**src/rtl/dmx_pkg.sv**
```systemverilog
package dmx_pkg;

    localparam int FRAME_BITS = 11;

    typedef enum logic [2:0] {
        ST_IDLE,
        ST_BREAK,
        ST_MAB,
        ST_SLOT,
        ST_WAIT
    } dmx_state_e;

    typedef struct packed {
        logic [FRAME_BITS-1:0] bits;
        logic [3:0]            idx;
    } frame_t;

    // Start bit in position 0, data LSB next, two stop bits on top.
    function automatic logic [FRAME_BITS-1:0] make_frame(input logic [7:0] b);
        return {2'b11, b, 1'b0};
    endfunction

endpackage

```
**src/rtl/dmx_bit_timer.sv**
```systemverilog
module dmx_bit_timer #(
    parameter int BIT_CYCLES = 64,
    localparam int CNT_W = $clog2(BIT_CYCLES + 1)
) (
    input  logic             clk,
    input  logic             rst,
    input  logic             run,
    output logic             bit_end,
    output logic [CNT_W-1:0] cnt
);
    localparam logic [CNT_W-1:0] LAST = CNT_W'(BIT_CYCLES - 1);

    always_ff @(posedge clk) begin
        if (rst || !run) begin
            cnt <= '0;
        end else if (cnt == LAST) begin
            cnt <= '0;
        end else begin
            cnt <= cnt + 1'b1;
        end
    end

    assign bit_end = run && (cnt == LAST);
endmodule

```
**src/rtl/dmx_gap_timer.sv**
```systemverilog
module dmx_gap_timer #(
    parameter int GAP_W = 12
) (
    input  logic             clk,
    input  logic             rst,
    input  logic             load,
    input  logic [GAP_W-1:0] load_val,
    output logic             done
);
    logic [GAP_W-1:0] cnt;

    always_ff @(posedge clk) begin
        if (rst) begin
            cnt <= '0;
        end else if (load) begin
            cnt <= load_val;
        end else if (cnt != '0) begin
            cnt <= cnt - 1'b1;
        end
    end

    assign done = (cnt == '0);
endmodule

```
**src/rtl/dmx_slot_shifter.sv**
```systemverilog
module dmx_slot_shifter
    import dmx_pkg::*;
(
    input  logic       clk,
    input  logic       rst,
    input  logic       load,
    input  logic [7:0] load_byte,
    input  logic       shift,
    output logic       line_bit,
    output logic       last_bit
);
    frame_t fr;

    always_ff @(posedge clk) begin
        if (rst) begin
            fr.bits <= '1;
            fr.idx  <= '0;
        end else if (load) begin
            fr.bits <= make_frame(load_byte);
            fr.idx  <= '0;
        end else if (shift) begin
            fr.bits <= {1'b1, fr.bits[FRAME_BITS-1:1]};
            fr.idx  <= fr.idx + 1'b1;
        end
    end

    assign line_bit = fr.bits[0];
    assign last_bit = (fr.idx == 4'(FRAME_BITS - 1));
endmodule

```
**src/rtl/dmx_tx.sv**
```systemverilog
module dmx_tx
    import dmx_pkg::*;
#(
    parameter int         CLK_HZ     = 16_000_000,
    parameter int         BAUD       = 250_000,
    parameter int         BREAK_BITS = 22,
    parameter int         MAB_BITS   = 2,
    parameter int         MAX_SLOTS  = 512,
    parameter logic [7:0] START_CODE = 8'h00,
    localparam int        CH_W       = $clog2(MAX_SLOTS + 1)
) (
    input  logic            clk,
    input  logic            rst,
    input  logic            start,
    input  logic [CH_W-1:0] chan_count,
    input  logic            fill_en,
    input  logic [7:0]      fill_byte,
    input  logic            data_valid,
    input  logic [7:0]      data_byte,
    output logic            data_ready,
    output logic            busy,
    output logic            dmx_line
);
    localparam int BIT_CYCLES = CLK_HZ / BAUD;
    localparam int BIT_W      = $clog2(BIT_CYCLES + 1);
    localparam int BREAK_CYC  = BREAK_BITS * BIT_CYCLES;
    localparam int MAB_CYC    = MAB_BITS * BIT_CYCLES;
    localparam int GAP_MAX    = (BREAK_CYC > MAB_CYC) ? BREAK_CYC : MAB_CYC;
    localparam int GAP_W      = $clog2(GAP_MAX + 1);

    dmx_state_e      state_q, state_d;
    logic [CH_W-1:0] slots_q, slots_d;
    logic            fill_q;
    logic [7:0]      fill_byte_q;

    logic             bit_end;
    logic [BIT_W-1:0] bit_cnt;
    logic             gap_load;
    logic [GAP_W-1:0] gap_val;
    logic             gap_done;
    logic             sh_load, sh_shift, sh_bit, sh_last;
    logic [7:0]       sh_byte;

    function automatic logic [CH_W-1:0] clamp_ch(input logic [CH_W-1:0] n);
        if (n == '0)
            return CH_W'(1);
        else if (n > CH_W'(MAX_SLOTS))
            return CH_W'(MAX_SLOTS);
        else
            return n;
    endfunction

    dmx_bit_timer #(.BIT_CYCLES(BIT_CYCLES)) u_timer (
        .clk     (clk),
        .rst     (rst),
        .run     (state_q == ST_SLOT),
        .bit_end (bit_end),
        .cnt     (bit_cnt)
    );

    dmx_gap_timer #(.GAP_W(GAP_W)) u_gap (
        .clk      (clk),
        .rst      (rst),
        .load     (gap_load),
        .load_val (gap_val),
        .done     (gap_done)
    );

    dmx_slot_shifter u_shift (
        .clk       (clk),
        .rst       (rst),
        .load      (sh_load),
        .load_byte (sh_byte),
        .shift     (sh_shift),
        .line_bit  (sh_bit),
        .last_bit  (sh_last)
    );

    always_comb begin
        state_d    = state_q;
        slots_d    = slots_q;
        gap_load   = 1'b0;
        gap_val    = '0;
        sh_load    = 1'b0;
        sh_byte    = START_CODE;
        sh_shift   = 1'b0;
        data_ready = 1'b0;
        case (state_q)
            ST_IDLE: begin
                if (start) begin
                    state_d  = ST_BREAK;
                    gap_load = 1'b1;
                    gap_val  = GAP_W'(BREAK_CYC - 1);
                    slots_d  = clamp_ch(chan_count);
                end
            end
            ST_BREAK: begin
                if (gap_done) begin
                    state_d  = ST_MAB;
                    gap_load = 1'b1;
                    gap_val  = GAP_W'(MAB_CYC - 1);
                end
            end
            ST_MAB: begin
                if (gap_done) begin
                    state_d = ST_SLOT;
                    sh_load = 1'b1;
                    sh_byte = START_CODE;
                end
            end
            ST_SLOT: begin
                if (bit_end) begin
                    if (!sh_last) begin
                        sh_shift = 1'b1;
                    end else if (slots_q == '0) begin
                        state_d = ST_IDLE;
                    end else if (fill_q) begin
                        sh_load = 1'b1;
                        sh_byte = fill_byte_q;
                        slots_d = slots_q - 1'b1;
                    end else begin
                        data_ready = 1'b1;
                        if (data_valid) begin
                            sh_load = 1'b1;
                            sh_byte = data_byte;
                            slots_d = slots_q - 1'b1;
                        end else begin
                            state_d = ST_WAIT;
                        end
                    end
                end
            end
            ST_WAIT: begin
                data_ready = 1'b1;
                if (data_valid) begin
                    state_d = ST_SLOT;
                    sh_load = 1'b1;
                    sh_byte = data_byte;
                    slots_d = slots_q - 1'b1;
                end
            end
            default: state_d = ST_IDLE;
        endcase
    end

    always_ff @(posedge clk) begin
        if (rst) begin
            state_q     <= ST_IDLE;
            slots_q     <= '0;
            fill_q      <= 1'b0;
            fill_byte_q <= '0;
        end else begin
            state_q <= state_d;
            slots_q <= slots_d;
            if (state_q == ST_IDLE && start) begin
                fill_q      <= fill_en;
                fill_byte_q <= fill_byte;
            end
        end
    end

    assign busy     = (state_q != ST_IDLE);
    assign dmx_line = (state_q == ST_BREAK) ? 1'b0 :
                      (state_q == ST_SLOT)  ? sh_bit : 1'b1;
endmodule

```
**config.mk**
```make
export PLATFORM = sky130hd
export DESIGN_NAME = dmx_tx
export DESIGN_NICKNAME = d
export VERILOG_FILES = /design/src/rtl/dmx_pkg.sv /design/src/rtl/dmx_bit_timer.sv /design/src/rtl/dmx_gap_timer.sv /design/src/rtl/dmx_slot_shifter.sv /design/src/rtl/dmx_tx.sv
export SDC_FILE = /design/constraint.sdc
export NUM_CORES = 1
export LEC_CHECK = 0
export BUFFER_PORTS_ARGS = -buffer_cell sky130_fd_sc_hd__buf_2
export CORE_MARGIN = 2
export CORE_UTILIZATION = 40
export CTS_CLUSTER_DIAMETER = 30
export DETAILED_ROUTE_END_ITERATION = 12
export GPL_TIMING_DRIVEN = 0
export PLACE_DENSITY = 0.68
export SLEW_MARGIN = 20
export SYNTH_ARGS = -nofsm -noshare
export SYNTH_HDL_FRONTEND = slang
export SYNTH_HIERARCHICAL = 1
export SYNTH_SLANG_ARGS = --single-unit
```
**constraint.sdc**
```tcl
create_clock -name clk -period 4 [get_ports clk]
set_input_delay 0.4 -clock clk [delete_from_list [all_inputs] [get_ports clk]]
set_output_delay 0.4 -clock clk [all_outputs]
set_load 0.05 [all_outputs]
```
==> results.env, run 1 <==
OUTCOME='finished, final reports clean'
INSERTION_DELAY_NS=0.30
ROUTED_WIRELENGTH_MM=7.031
CTSHTREEMAXLEVEL=2
SYNTH.CELLS.MOST_FREQUENT='sky130_fd_sc_hd__dfxtp_1, sky130_fd_sc_hd__nand2_1, sky130_fd_sc_hd__nor2_1, sky130_fd_sc_hd__a21oi_1, sky130_fd_sc_hd__inv_1'
MOST_REPEATED_CELL_IN_THE_GATE_LEVEL_NETLIST_AFTER_SYNTHESIS='sky130_fd_sc_hd__dfxtp_1'
GLOBALROUTEOVERFLOWTOTAL=0
CRITICAL_PATH.MAX_FANOUT=13
CRITPATHTOPFAMILY='simple AND/OR/NAND/NOR gates'
FLOORPLAN.INITIALDENSITY_PCT=41.77
DP.CELLS=507
NUMBER_OF_CLOCK_BUFFERS_INSERTED_BY_TRITONCTS=5
ROUTABILITY_CONG=0.8489
POST_SYNTH_FA_HA_MAJ_AREA_FRACTION_PCT=2.439
FIN_CRIT_NS=3.509
POSTSYNTH.ASYNCRESETSHARE_PCT=0
LAUNCH_POINT_OF_THE_CRITICAL_PATH='u_gap/cnt[0]$_SDFFE_PP0P_'
TIMING.HOLD.WORST_ENDPOINT='fill_byte_q[6]$_SDFFE_PP0P_'
SYNTH_WARNINGS=6
TOPROUTINGLAYERUSED='met4'
DIE_HEIGHT_UM=91.72
YOSYS-MUX-AREA-FRACTION_PCT=3.415
SEQ_POWER_SHARE_PCT=38.3
FINAL_CELLS=515
TIMING.FINAL.HOLD_VIOLATIONS=0
FIN_CRIT_SH_PCT=87.73
FINAL_LAYOUT_SIZE_SUFFIX_GT1_SHARE_PCT=15.87
YOSYS_REGISTER_BITS=53
FIN_MAX_SLEW_VIOS=0
FP-ROW-COUNT=31
TIMING.FMAX_MHz=285.0
WORST_R2R_PATH_DEPTH=10
POST_DRT_WL_PER_CELL_UM=13.65
TIMING_WORST_SETUP_PATH_TYPE='reg -> reg'
REPORT.FINAL.SETUP_VIOL=0
NETSWITCHINGFRACTION_PCT=43.04
VIAS=2872
SYNTH.AREA.TOP_CELLS='sky130_fd_sc_hd__dfxtp_1, sky130_fd_sc_hd__a21oi_1, sky130_fd_sc_hd__nand2_1, sky130_fd_sc_hd__nor2_1, sky130_fd_sc_hd__mux2i_1'
SYNTH_TOP_FAMILY_BY_AREA='simple AND/OR/NAND/NOR gates'
NETLIST.TOP_CELL.BY_AREA='sky130_fd_sc_hd__dfxtp_1'
CRITICAL-PATH-SLOWEST-CELL='sky130_fd_sc_hd__nor4_4'
LAYOUT.NETS=452
DETAILEDPLACEMENTHPWL_MM=5.255
ANTENNA_FOUND_INITIAL=0
SYNTH_XOR_AREA_SHARE_PCT=2.561
POWER_DENSITY_nW_PER_UM2=563.1
TIMING.CRITICAL_PATH.REQUIRED_NS=4.20
CLOCK_SINKS=53
GRT_UTIL_ALL_LAYERS_PCT=17.31
COMB_POWER_SHARE_PCT=46.2
VIAS_PER_CELL=5.577
DIE_W_UM=91.72
POST_SYNTH_INST_COUNT=374
P_LEAK_nW=1.304
FIRST_GLOBAL_VIAS=2653
YS_SEQ_AREA_SHARE_PCT=34.47
FINAL_AREA_UM2=3468
FILLCELLCOUNT=746
WORSTSETUPSTARTPOINTTYPE='register'
WORST_R2R_STARTPOINT='u_gap/cnt[0]$_SDFFE_PP0P_'
END_KIND='register'
WORST_HOLD_CHECK_SLACK_NS=0.3262
DETAILED_ROUTE_ITER0_VIOLATIONS=181
PLACED_CELL_AREA_UM2=3376
CRITPATHARRIVALTIME_NS=3.71
HOLD_PATH_STARTPOINT='fill_byte[6]'
WL_MET1_MM=3.388
DR_WL_MET2_MM=3.260
CLOCK-ROOT-BUFFER='sky130_fd_sc_hd__clkbuf_8'
DRT_PRE_ANTENNA_ITERS=4
CP_CELL_SEQUENCE='inv_1, ha_1, or4b_1, buf_2, nor4_4, mux2i_1, nor3_4, clkinv_1, and4_1, a311o_1'
IR_DROP_V=0.0001983
MAX-CLOCK-PATH-BUFFERS=2
CORE_FOOTPRINT_UM2=7370
POWER.NET_SWITCHING_W=0.0008406
SYN_AREA_PER_CELL_UM2=8.230
PORTBUFFERS=33
DETAIL-ROUTE-ANTENNA-NETS=0
YOSYS.AREA.TOP_TYPE_SHARE_PCT=34.47
SYNTH-SIMPLE-AREA-SHARE_PCT=26.87
SYNTH_AREA_UM2=3078
MAXCAPVIOLATIONS=0
FIN_WORST_SKEW_NS=0.004177
AREA.GROWTH.SYNTH_TO_FINAL_PCT=12.68
TOP_LEVEL_PORTS=34
UNREPAIRED_SETUP_ENDPOINTS_AFTER_GLOBAL_ROUTING='false'
SYNTH_TOP_FLOP_CELL='sky130_fd_sc_hd__dfxtp_1'
FIRST_PASS_GRT_WIRE_LENGTH_MM=12.29
MET3ROUTEDLENGTH_UM=266
HP-CLASS='in -> reg'
SLEW_HEADROOM_PCT=41.71
COMPOUND_GATE_PORTION_OF_THE_SYNTHESIZED_AREA_PCT=24.31
TRITONCTS='done'
MAXIMUM_NUMBER_OF_PINS_ON_ONE_NET_BEFORE_GLOBAL_ROUTE_REPAIR=17
FP.DIEAREA_UM2=8413
WORST_SLEW_PIN_SLEW_NS=0.8716
POST_SYNTH_EDFFS=0
CTS_POST_SETUP_BUFFERS_INSERTED=0
CP_SLOWEST_STAGE_DELAY_NS=0.55
POST-ROUTE-DRC-COUNT=0
CLOCK_SHARE_OF_POWER_PCT=15.5
CRITICAL_PATH_BUF_INV_COUNT=3
SYNTH_CELL_TYPE_COUNT=74
R2R_SLACK_NS=0.49
DESIGN_INTERNAL_POWER_W=0.001112
CLKSLEWWORSTSETUPHOLDPATHS_NS=0.09
DIODES=0
WORSTHOLDPATHCELLS=3
R2R_END='u_gap/cnt[0]$_SDFFE_PP0P_'
-- through the flow --
step / util, % / worst slack, ns / setup TNS, ns / power, W
after floorplan: - / 0.5091 / 0 / 0.001441
after global placement: 45.74 / -0.2402 / -0.4163 / 0.001630
after detailed placement: 45.81 / 0.2694 / 0 / 0.001649
after CTS: 46.98 / 0.2367 / 0 / 0.001955
after global routing: 47.06 / 0.1596 / 0 / 0.002129
final: 47.06 / 0.4908 / 0 / 0.001953
-- area by class of cell --
class                      count  area [um2]  share of cell area [%]
buffer                        17       111.4                   3.211
clock buffer                   6       72.57                   2.092
clock inverter                 2       13.76                  0.3968
inverter                      18       67.56                   1.948
multi-input combinational    287        1853                   53.43
sequential                    53        1061                   30.59
tap                           99       123.9                   3.571
timing repair buffer          33       165.2                   4.762
-- layout by cell type (no fill, tap or decap), types with 7 or more instances in the layout --
cell type	count
sky130_fd_sc_hd__nor3b_1	10
sky130_fd_sc_hd__nand3_1	11
sky130_fd_sc_hd__inv_1	16
sky130_fd_sc_hd__a22o_1	8
sky130_fd_sc_hd__nor3_1	12
sky130_fd_sc_hd__mux2i_1	9
sky130_fd_sc_hd__or4_1	7
sky130_fd_sc_hd__o21ai_0	14
sky130_fd_sc_hd__a21oi_1	33
sky130_fd_sc_hd__nor2_1	36
sky130_fd_sc_hd__clkbuf_1	9
sky130_fd_sc_hd__dfxtp_1	53
sky130_fd_sc_hd__buf_2	37
sky130_fd_sc_hd__nand2_1	42
-- logic make-up (layout without fill, tap and decap cells) --
kind of cell / count (synthesis) / after routing
AOI/OAI and AO/OA: 106 / 106
adders and majority gates: 6 / 6
DFF: 53 / 53
buffers and inverters: 35 / 76
and+or+nand+nor: 154 / 154
xor gates and xnor gates: 9 / 9
muxes: 10 / 10
other: 1 / 2
-- state kept, by name, indices dropped and copies added (netlist names) --
signal and count:
u_timer/cnt 7, fill_q 1, fill_byte_q 8, u_gap/cnt 11, state_q 3, slots_q 10
u_shift/line_bit 1, u_shift/fr 12
-- power groups by stage --
stage	Combinational (W)	Sequential [W]	Clock [W]
after detailed placement	0.000892	0.000756	0
after global placement	0.000877	0.000753	0
final	0.000903	0.000749	0.000302
after floorplan	0.000714	0.000727	0
after global routing	0.00102	0.000766	0.000340
after CTS	0.000896	0.000745	0.000314
-- what timing repair did --
action,in CTS,in global routing
setup endpoints to repair,0,1
hold endpoints to repair,0,0
gates resized for setup,0,1
hold buffers,0,0
-- worst min-delay path: cells and delay by family --
family | cells | cell delay (ns)
AND/OR/NAND/NOR | 1 | 0.05
buffers and inverters | 1 | 0.09
AO/OA/AOI/OAI | 1 | 0.05
-- worst max-delay path by stage --
stage                                 to  slack, ns  depth (start not counted)
6_report       u_gap/cnt[0]$_SDFFE_PP0P_       0.49                         10
5_1_grt        u_gap/cnt[0]$_SDFFE_PP0P_       0.16                         10
4_1_cts        u_gap/cnt[0]$_SDFFE_PP0P_       0.24                         10
3_5_place_dp   u_gap/cnt[0]$_SDFFE_PP0P_       0.27                         10
3_3_place_gp   u_gap/cnt[0]$_SDFFE_PP0P_      -0.24                         10
2_1_floorplan  u_gap/cnt[0]$_SDFFE_PP0P_       0.51                         10
-- layer usage --
metal  GRT usage (%)  vias to the layer above
li1                -                     1466
met1           24.30                     1343
met2           27.45                       55
met3           2.629                        8
met4           5.100                        0
met5               0                        -
No activity file was read; power rests on OpenSTA's default activity.
==> run 2: changes to the inputs <==
--- a/config.mk
+++ b/config.mk
@@ -5,13 +5,13 @@
 export SDC_FILE = /design/constraint.sdc
 export NUM_CORES = 1
 export LEC_CHECK = 0
-export BUFFER_PORTS_ARGS = -buffer_cell sky130_fd_sc_hd__buf_2
 export CORE_MARGIN = 2
 export CORE_UTILIZATION = 40
 export CTS_CLUSTER_DIAMETER = 30
 export DETAILED_ROUTE_END_ITERATION = 12
+export DONT_BUFFER_PORTS = 1
 export GPL_TIMING_DRIVEN = 0
-export PLACE_DENSITY = 0.68
+export PLACE_DENSITY = 0.64
 export SLEW_MARGIN = 20
 export SYNTH_ARGS = -nofsm -noshare
 export SYNTH_HDL_FRONTEND = slang
==> results.env, run 2 (synthesis gave the netlist of run 1 again) <==
DIE_HEIGHT_UM=91.72  # unchanged
POST_DRT_WL_PER_CELL_UM=14.56  # +6.6%
CLOCK-ROOT-BUFFER='sky130_fd_sc_hd__clkbuf_8'
REGISTER_AREA_UM2=1061  # unchanged
CTSHTREEMAXLEVEL=2  # unchanged
FINAL_AREA_UM2=3329  # -4.0%
ROUTABILITY_CONG=0.8910  # +5.0%
POWER_DENSITY_nW_PER_UM2=601.2  # +6.8%
END_KIND='register'
GRT_UTIL_ALL_LAYERS_PCT=17.16  # -0.14 points
MAX-CLOCK-PATH-BUFFERS=2  # unchanged
WORST_HOLD_CHECK_SLACK_NS=0.1633  # -0.1630 ns
TRITONCTS='done'
FIN_MAX_SLEW_VIOS=0  # unchanged
FIRST_PASS_GRT_WIRE_LENGTH_MM=12.03  # -2.1%
FIN_WORST_SKEW_NS=0.006648  # +0.002471 ns
DETAIL-ROUTE-ANTENNA-NETS=0  # unchanged
TOP_LEVEL_PORTS=34  # unchanged
DP.CELLS=474  # -6.5%
CRITPATHARRIVALTIME_NS=3.74  # +0.03 ns
DIE_W_UM=91.72  # unchanged
FP.DIEAREA_UM2=8413  # unchanged
DIODES=0  # unchanged
FIN_CRIT_SH_PCT=88.42  # +0.69 points
CLOCK_SINKS=53  # unchanged
MAXCAPVIOLATIONS=0  # unchanged
R2R_SLACK_NS=0.46  # -0.03 ns
LAYOUT_COMMONEST_CELL='sky130_fd_sc_hd__dfxtp_1'
WORST_R2R_PATH_DEPTH=10  # unchanged
FIN_CRIT_NS=3.537  # +0.02772 ns
FIRST_GLOBAL_VIAS=2533  # -4.5%
SLEW_HEADROOM_PCT=32.03  # -9.7 points
IR_DROP_V=0.0002498  # +26%
POSTLAYOUTCOREUTIL_PCT=45.18  # -1.9 points
BIGGESTREGSBYFLOPS='u_shift/fr: 12 flops, u_gap/cnt: 11 flops, slots_q: 10 flops'
MAXIMUM_NUMBER_OF_PINS_ON_ONE_NET_BEFORE_GLOBAL_ROUTE_REPAIR=18  # +1
GLOBALROUTEOVERFLOWTOTAL=0  # unchanged
FP-ROW-COUNT=31  # unchanged
VIAS_PER_CELL=5.703  # +2.3%
LAYOUT.NETS=419  # -7.3%
TIMING_WORST_SETUP_PATH_TYPE='reg -> reg'
ANTENNA_FOUND_INITIAL=0  # unchanged
FILLCELLCOUNT=754  # +1.1%
P_LEAK_nW=1.186  # -9.0%
ROUTED_WIRELENGTH_MM=7.017  # -0.20%
FINAL_CELLS=482  # -6.4%
MOSTFREQUENTLAYOUTCELLS='sky130_fd_sc_hd__dfxtp_1, sky130_fd_sc_hd__nand2_1, sky130_fd_sc_hd__nor2_1'
WORSTHOLDPATHCELLS=1  # -2
FINAL_LAYOUT_SIZE_SUFFIX_GT1_SHARE_PCT=8.877  # -7.0 points
TIMING.CRITICAL_PATH.REQUIRED_NS=4.20  # about the same
WORSTSETUPSTARTPOINTTYPE='register'
CORE_FOOTPRINT_UM2=7370  # unchanged
SETUP_TOTAL_NEGATIVE_SLACK_NS=0  # unchanged
POST-ROUTE-DRC-COUNT=0  # unchanged
PLACED_CELL_AREA_UM2=3211  # -4.9%
OUTCOME='finished, final reports clean'
DETAILEDPLACEMENTHPWL_MM=5.186  # -1.3%
NUMBER_OF_CLOCK_BUFFERS_INSERTED_BY_TRITONCTS=5  # unchanged
HP-CLASS='in -> reg'
CRITICAL_PATH.MAX_FANOUT=13  # unchanged
UNREPAIRED_SETUP_ENDPOINTS_AFTER_GLOBAL_ROUTING='false'
TIMING.FMAX_MHz=282.7  # -0.78%
INSERTION_DELAY_NS=0.30  # about the same
LARGEST_REGISTER='u_shift/fr'
PORTBUFFERS=0  # -100%
WORST_SLEW_PIN_SLEW_NS=1.013  # +0.1412 ns
TIMING.FINAL.HOLD_VIOLATIONS=0  # unchanged
REPORT.FINAL.SETUP_VIOL=0  # unchanged
AREA.GROWTH.SYNTH_TO_FINAL_PCT=8.171
DRT_PRE_ANTENNA_ITERS=5  # +1
LARGEST_REGISTER_FFS=12  # unchanged
FLOORPLAN.INITIALDENSITY_PCT=41.77  # unchanged
DETAILED_ROUTE_ITER0_VIOLATIONS=153  # -15%
VIAS=2749  # -4.3%
CLKSLEWWORSTSETUPHOLDPATHS_NS=0.10  # about the same
MULTI_INPUT_GATE_AREA_UM2=1853  # unchanged
run 2: cell types whose count changed in the layout (fill, tap and decap cells not counted), sizes merged:
cell,before,now
buf,40,7
bufinv,0,1
clkbuf,15,14
run 2: worst max-delay path: stages (launching register included):
cell,delay (ns)
sky130_fd_sc_hd__dfxtp_1,0.37
sky130_fd_sc_hd__inv_1,0.07
sky130_fd_sc_hd__ha_1,0.22
sky130_fd_sc_hd__or4b_1,0.43
sky130_fd_sc_hd__buf_2,0.19
sky130_fd_sc_hd__nor4_4,0.55
sky130_fd_sc_hd__mux2i_1,0.22
sky130_fd_sc_hd__nor3_4,0.44
sky130_fd_sc_hd__clkinv_1,0.40
sky130_fd_sc_hd__and4_1,0.29
sky130_fd_sc_hd__a311o_1,0.25
run 2: worst paths after layout:
check	start	end
max	u_gap/cnt[0]$_SDFFE_PP0P_	u_gap/cnt[0]$_SDFFE_PP0P_
min reg2reg	u_timer/cnt[6]$_SDFF_PP0_	u_timer/cnt[6]$_SDFF_PP0_
max reg2reg	u_gap/cnt[0]$_SDFFE_PP0P_	u_gap/cnt[0]$_SDFFE_PP0P_
min	rst	slots_q[0]$_SDFFE_PP0P_
run 2: metal layers:
metal / up-vias / part of all wire, % / track usage (%)
li1: 1401 / - / -
met2: 73 / 46 / 27.88
met1: 1263 / 48 / 23.36
met5: - / 0 / 0
met3: 12 / 4.1 / 3.615
met4: 0 / 1.7 / 4.104
run 2: metrics by stage:
step                      setup WS [ns]  power (W)
after floorplan                  0.5091   0.001441
after global placement          -0.2788   0.001609
after detailed placement         0.2588   0.001628
after CTS                        0.2334   0.002004
after global routing             0.1411   0.002160
final                            0.4631   0.002002
run 2: final cells by class:
cell class	instances	share of cell area, %
Multi-Input combinational cell	287	55.66
Buffer	17	3.345
Sequential cell	53	31.87
Tap cell	99	3.720
Clock buffer	5	2.067
Clock inverter	3	1.315
Inverter	18	2.029
run 2: power by group:
part           switching [W]  internal, W
Sequential          0.000116     0.000633
Combinational       0.000546     0.000336
Clock               0.000182     0.000188
Total               0.000844      0.00116
run 2: timing repair:
action | in CTS | in global routing
hold buffers | 0 | 0
setup buffers | 0 | 0
setup endpoints to repair | 0 | 1
resized for setup | 0 | 1
==> run 3: changes to the inputs <==
--- a/config.mk
+++ b/config.mk
@@ -5,15 +5,19 @@
 export SDC_FILE = /design/constraint.sdc
 export NUM_CORES = 1
 export LEC_CHECK = 0
+export ABC_AREA = 1
+export CELL_PAD_IN_SITES_DETAIL_PLACEMENT = 0
+export CELL_PAD_IN_SITES_GLOBAL_PLACEMENT = 1
 export CORE_MARGIN = 2
 export CORE_UTILIZATION = 40
 export CTS_CLUSTER_DIAMETER = 30
 export DETAILED_ROUTE_END_ITERATION = 12
 export DONT_BUFFER_PORTS = 1
 export GPL_TIMING_DRIVEN = 0
-export PLACE_DENSITY = 0.64
+export PLACE_DENSITY = 0.83
 export SLEW_MARGIN = 20
 export SYNTH_ARGS = -nofsm -noshare
 export SYNTH_HDL_FRONTEND = slang
 export SYNTH_HIERARCHICAL = 1
 export SYNTH_SLANG_ARGS = --single-unit
+export TNS_END_PERCENT = 10
==> results.env, run 3 <==
GLOBALROUTEOVERFLOWTOTAL=0  # unchanged
CLOCK_SINKS=53  # unchanged
LARGEST_REGISTER_FFS=12  # unchanged
LAYOUT_COMMONEST_CELL='sky130_fd_sc_hd__nand2_1'
CRITICAL-PATH-SLOWEST-CELL='sky130_fd_sc_hd__o31ai_2'
IR_DROP_V=0.0002106  # -16%
END_KIND='output port'
VIAS=3459  # +26%
CLKSLEWWORSTSETUPHOLDPATHS_NS=0.11  # about the same
FIN_WORST_SKEW_NS=0.008281  # +0.001633 ns
FIN_CRIT_NS=3.063  # -0.4736 ns
GRT_UTIL_ALL_LAYERS_PCT=19.12  # +2.0 points
TIMING.FMAX_MHz=326.4  # +15%
MOSTFREQUENTLAYOUTCELLS='sky130_fd_sc_hd__nand2_1, sky130_fd_sc_hd__nor2_1, sky130_fd_sc_hd__inv_1'
CRITPATHARRIVALTIME_NS=2.66  # -1.08 ns
TIMING_WORST_SETUP_PATH_TYPE='reg -> out'
MET3ROUTEDLENGTH_UM=472  # +63%
FLOORPLAN.INITIALDENSITY_PCT=41.53  # -0.23 points
BIGGESTREGSBYFLOPS='u_shift/fr: 12 flops, u_gap/cnt: 11 flops, slots_q: 10 flops'
DR_WL_MET2_MM=3.764  # +17%
SYNTH_WARNINGS=6  # unchanged
POST_SYNTH_EDFFS=0  # unchanged
FP-ROW-COUNT=33  # +6.5%
FINAL_LAYOUT_SIZE_SUFFIX_GT1_SHARE_PCT=7.517  # -1.4 points
MOST_USED_CELL_ALONG_THE_CRITICAL_PATH='sky130_fd_sc_hd__nand2_1'
WORST_SLEW_PIN_SLEW_NS=1.013  # +0.0004241 ns
MAXIMUM_NUMBER_OF_PINS_ON_ONE_NET_BEFORE_GLOBAL_ROUTE_REPAIR=20  # +2
POST_CTS.RESIZED_INSTANCES=0  # unchanged
HOLD_PATH_STARTPOINT='fill_byte[6]'
PORTBUFFERS=0  # unchanged
P_LEAK_nW=1.697  # +43%
SETUP_TOTAL_NEGATIVE_SLACK_NS=0  # unchanged
FP.DIEAREA_UM2=9376  # +11%
TOPROUTINGLAYERUSED='met4'
FINAL_CELLS=677  # +40%
VIAS_PER_CELL=5.109  # -10%
CP_SLOWEST_STAGE_DELAY_NS=0.88  # +0.33 ns
SYNTH.AREA.TOP_CELLS='sky130_fd_sc_hd__dfxtp_1, sky130_fd_sc_hd__nand2_1, sky130_fd_sc_hd__nor2_1, sky130_fd_sc_hd__nand3_1, sky130_fd_sc_hd__inv_1'
HP-CLASS='in -> reg'
TIMING.FINAL.HOLD_VIOLATIONS=0  # unchanged
AREA.GROWTH.SYNTH_TO_FINAL_PCT=6.896
DIODES=0  # unchanged
WORST_HOLD_CHECK_SLACK_NS=0.2019  # +0.03867 ns
NETLIST.TOP_CELL.BY_AREA='sky130_fd_sc_hd__dfxtp_1'
DIE_HEIGHT_UM=96.83  # +5.6%
CLOCK-ROOT-BUFFER='sky130_fd_sc_hd__clkbuf_8'
ROUTABILITY_CONG=0.8919  # +0.10%
ANTENNA_FOUND_INITIAL=0  # unchanged
INSERTION_DELAY_NS=0.33  # +0.03 ns
LARGEST_REGISTER='u_shift/fr'
DIE_W_UM=96.83  # +5.6%
POST_DRT_WL_PER_CELL_UM=12.71  # -13%
WORSTSETUPSTARTPOINTTYPE='register'
YS_SEQ_AREA_SHARE_PCT=30.78  # -3.7 points
LAYOUT.NETS=608  # +45%
SYNTH.CELLS.MOST_FREQUENT='sky130_fd_sc_hd__nand2_1, sky130_fd_sc_hd__nor2_1, sky130_fd_sc_hd__inv_1, sky130_fd_sc_hd__dfxtp_1, sky130_fd_sc_hd__nand3_1'
CORE_FOOTPRINT_UM2=8299  # +13%
FIN_MAX_SLEW_VIOS=0  # unchanged
ROUTED_WIRELENGTH_MM=8.602  # +23%
FINAL_AREA_UM2=3685  # +11%
DETAIL-ROUTE-ANTENNA-NETS=0  # unchanged
CP_CELL_SEQUENCE='nand2_1, nor2_2, buf_2, inv_1, nor2_1, nand2_1, o31ai_2'
DETAILEDPLACEMENTHPWL_MM=6.609  # +27%
OUTCOME='finished, final reports clean'
MOST_REPEATED_CELL_IN_THE_GATE_LEVEL_NETLIST_AFTER_SYNTHESIS='sky130_fd_sc_hd__nand2_1'
CTS_POST_SETUP_BUFFERS_INSERTED=0  # unchanged
FIRST_GLOBAL_VIAS=3232  # +28%
SYNTH_CELL_TYPE_COUNT=39  # -47%
POSTSYNTH.ASYNCRESETSHARE_PCT=0  # unchanged
DETAILED_ROUTE_ITER0_VIOLATIONS=172  # +12%
PLACED_CELL_AREA_UM2=3587  # +12%
POSTLAYOUTCOREUTIL_PCT=44.40  # -0.78 points
POWER_DENSITY_nW_PER_UM2=679.7  # +13%
TOP_LEVEL_PORTS=34  # unchanged
DP.CELLS=669  # +41%
YOSYS_REGISTER_BITS=53  # unchanged
FIN_CRIT_SH_PCT=76.58  # -12 points
POST_CTS_HOLD_BUFFER_COUNT=0  # unchanged
MAX-CLOCK-PATH-BUFFERS=2  # unchanged
REPORT.FINAL.SETUP_VIOL=0  # unchanged
CTSHTREEMAXLEVEL=2  # unchanged
WORST_R2R_STARTPOINT='state_q[1]$_SDFFE_PP0P_'
LAUNCH_POINT_OF_THE_CRITICAL_PATH='state_q[1]$_SDFFE_PP0P_'
TRITONCTS='done'
MAXCAPVIOLATIONS=0  # unchanged
TIMING.CRITICAL_PATH.REQUIRED_NS=3.60  # -0.60 ns
POST-ROUTE-DRC-COUNT=0  # unchanged
SLEW_HEADROOM_PCT=32.05  # about the same
NUMBER_OF_CLOCK_BUFFERS_INSERTED_BY_TRITONCTS=5  # unchanged
YOSYS.AREA.TOP_TYPE_SHARE_PCT=30.78  # -3.7 points
SYN_AREA_PER_CELL_UM2=6.123  # -26%
POST_SYNTH_INST_COUNT=563  # +51%
CRITICAL_PATH.MAX_FANOUT=10  # -3
FIRST_PASS_GRT_WIRE_LENGTH_MM=14.99  # +25%
UNREPAIRED_SETUP_ENDPOINTS_AFTER_GLOBAL_ROUTING='false'
SYNTH_TOP_FLOP_CELL='sky130_fd_sc_hd__dfxtp_1'
SYNTH_AREA_UM2=3447  # +12%
DRT_PRE_ANTENNA_ITERS=4  # -1
WL_MET1_MM=4.249  # +25%
-- run 3: changes by cell type after synthesis, moves of 7 or more --
cell | before | now
sky130_fd_sc_hd__nand2_1 | 42 | 138
sky130_fd_sc_hd__nor2_1 | 36 | 91
sky130_fd_sc_hd__inv_1 | 16 | 64
sky130_fd_sc_hd__nand3_1 | 11 | 51
sky130_fd_sc_hd__o21ai_0 | 14 | 33
sky130_fd_sc_hd__o21ai_1 | 0 | 15
sky130_fd_sc_hd__nand4_1 | 2 | 13
sky130_fd_sc_hd__nor3b_1 | 10 | 0
sky130_fd_sc_hd__a22o_1 | 8 | 0
sky130_fd_sc_hd__mux2i_1 | 9 | 1
sky130_fd_sc_hd__inv_2 | 0 | 7
sky130_fd_sc_hd__or4_1 | 7 | 0
-- run 3: final cells by class --
cell class | count | area (um2)
fill | 900 | 4614
multi-input combinational | 423 | 2032
sequential | 53 | 1061
inverter | 72 | 275.3
tap | 105 | 131.4
buffer | 16 | 87.58
clock buffer | 5 | 68.82
clock inverter | 3 | 28.78
-- run 3: path summary, 6_finish.rpt --
check / end / slack (ns) / depth (start not counted)
worst min register to register: u_timer/cnt[6]$_SDFF_PP0_ / 0.45 / 2
worst min-delay path: fill_byte_q[6]$_SDFFE_PP0P_ / 0.20 / 2
worst max register to register: u_gap/cnt[4]$_SDFFE_PP0P_ / 1.04 / 11
worst max-delay path: data_ready / 0.94 / 7
-- run 3: layer usage --
layer | global-route usage (%) | vias to the layer above
met5 | 0 | -
met4 | 5.200 | 0
met3 | 3.613 | 9
met2 | 30.40 | 82
met1 | 26.52 | 1538
li1 | - | 1830
-- run 3: worst max-delay path, delay by kind of cell (launching register included) --
kind	cells	cell delay, ns
compound gates	1	0.88
simple gates	4	0.66
flops	1	0.42
buf+inv	2	0.36
-- run 3: kinds of logic (layout without fill, tap and decap cells) --
kind of cell	after synthesis	count (layout)	share of synthesized area, %
buffers and inverters	88	96	10.53
AOI/OAI and AO/OA	92	92	14.70
xor gates and xnor gates	4	4	1.017
adders and majority gates	6	6	2.178
muxes	1	1	0.2904
other	1	2	0.1088
and+or+nand+nor	318	318	40.40
DFF	53	53	30.78
-- run 3: per-stage QoR --
step	power [W]	setup WS [ns]
CTS	0.002522	0.6607
global placement	0.002150	0.7752
detailed placement	0.002172	0.7086
finish	0.002505	0.9366
floorplan	0.001892	1.261
global route	0.002783	0.6760
-- run 3: power breakdown --
part / switching (W) / leakage, nW / internal [W] / total (W)
Combinational: 0.000913 / 1.21 / 0.000454 / 0.00137
Sequential: 0.000130 / 0.435 / 0.000668 / 0.000798
Clock: 0.000208 / 0.0506 / 0.000132 / 0.000339
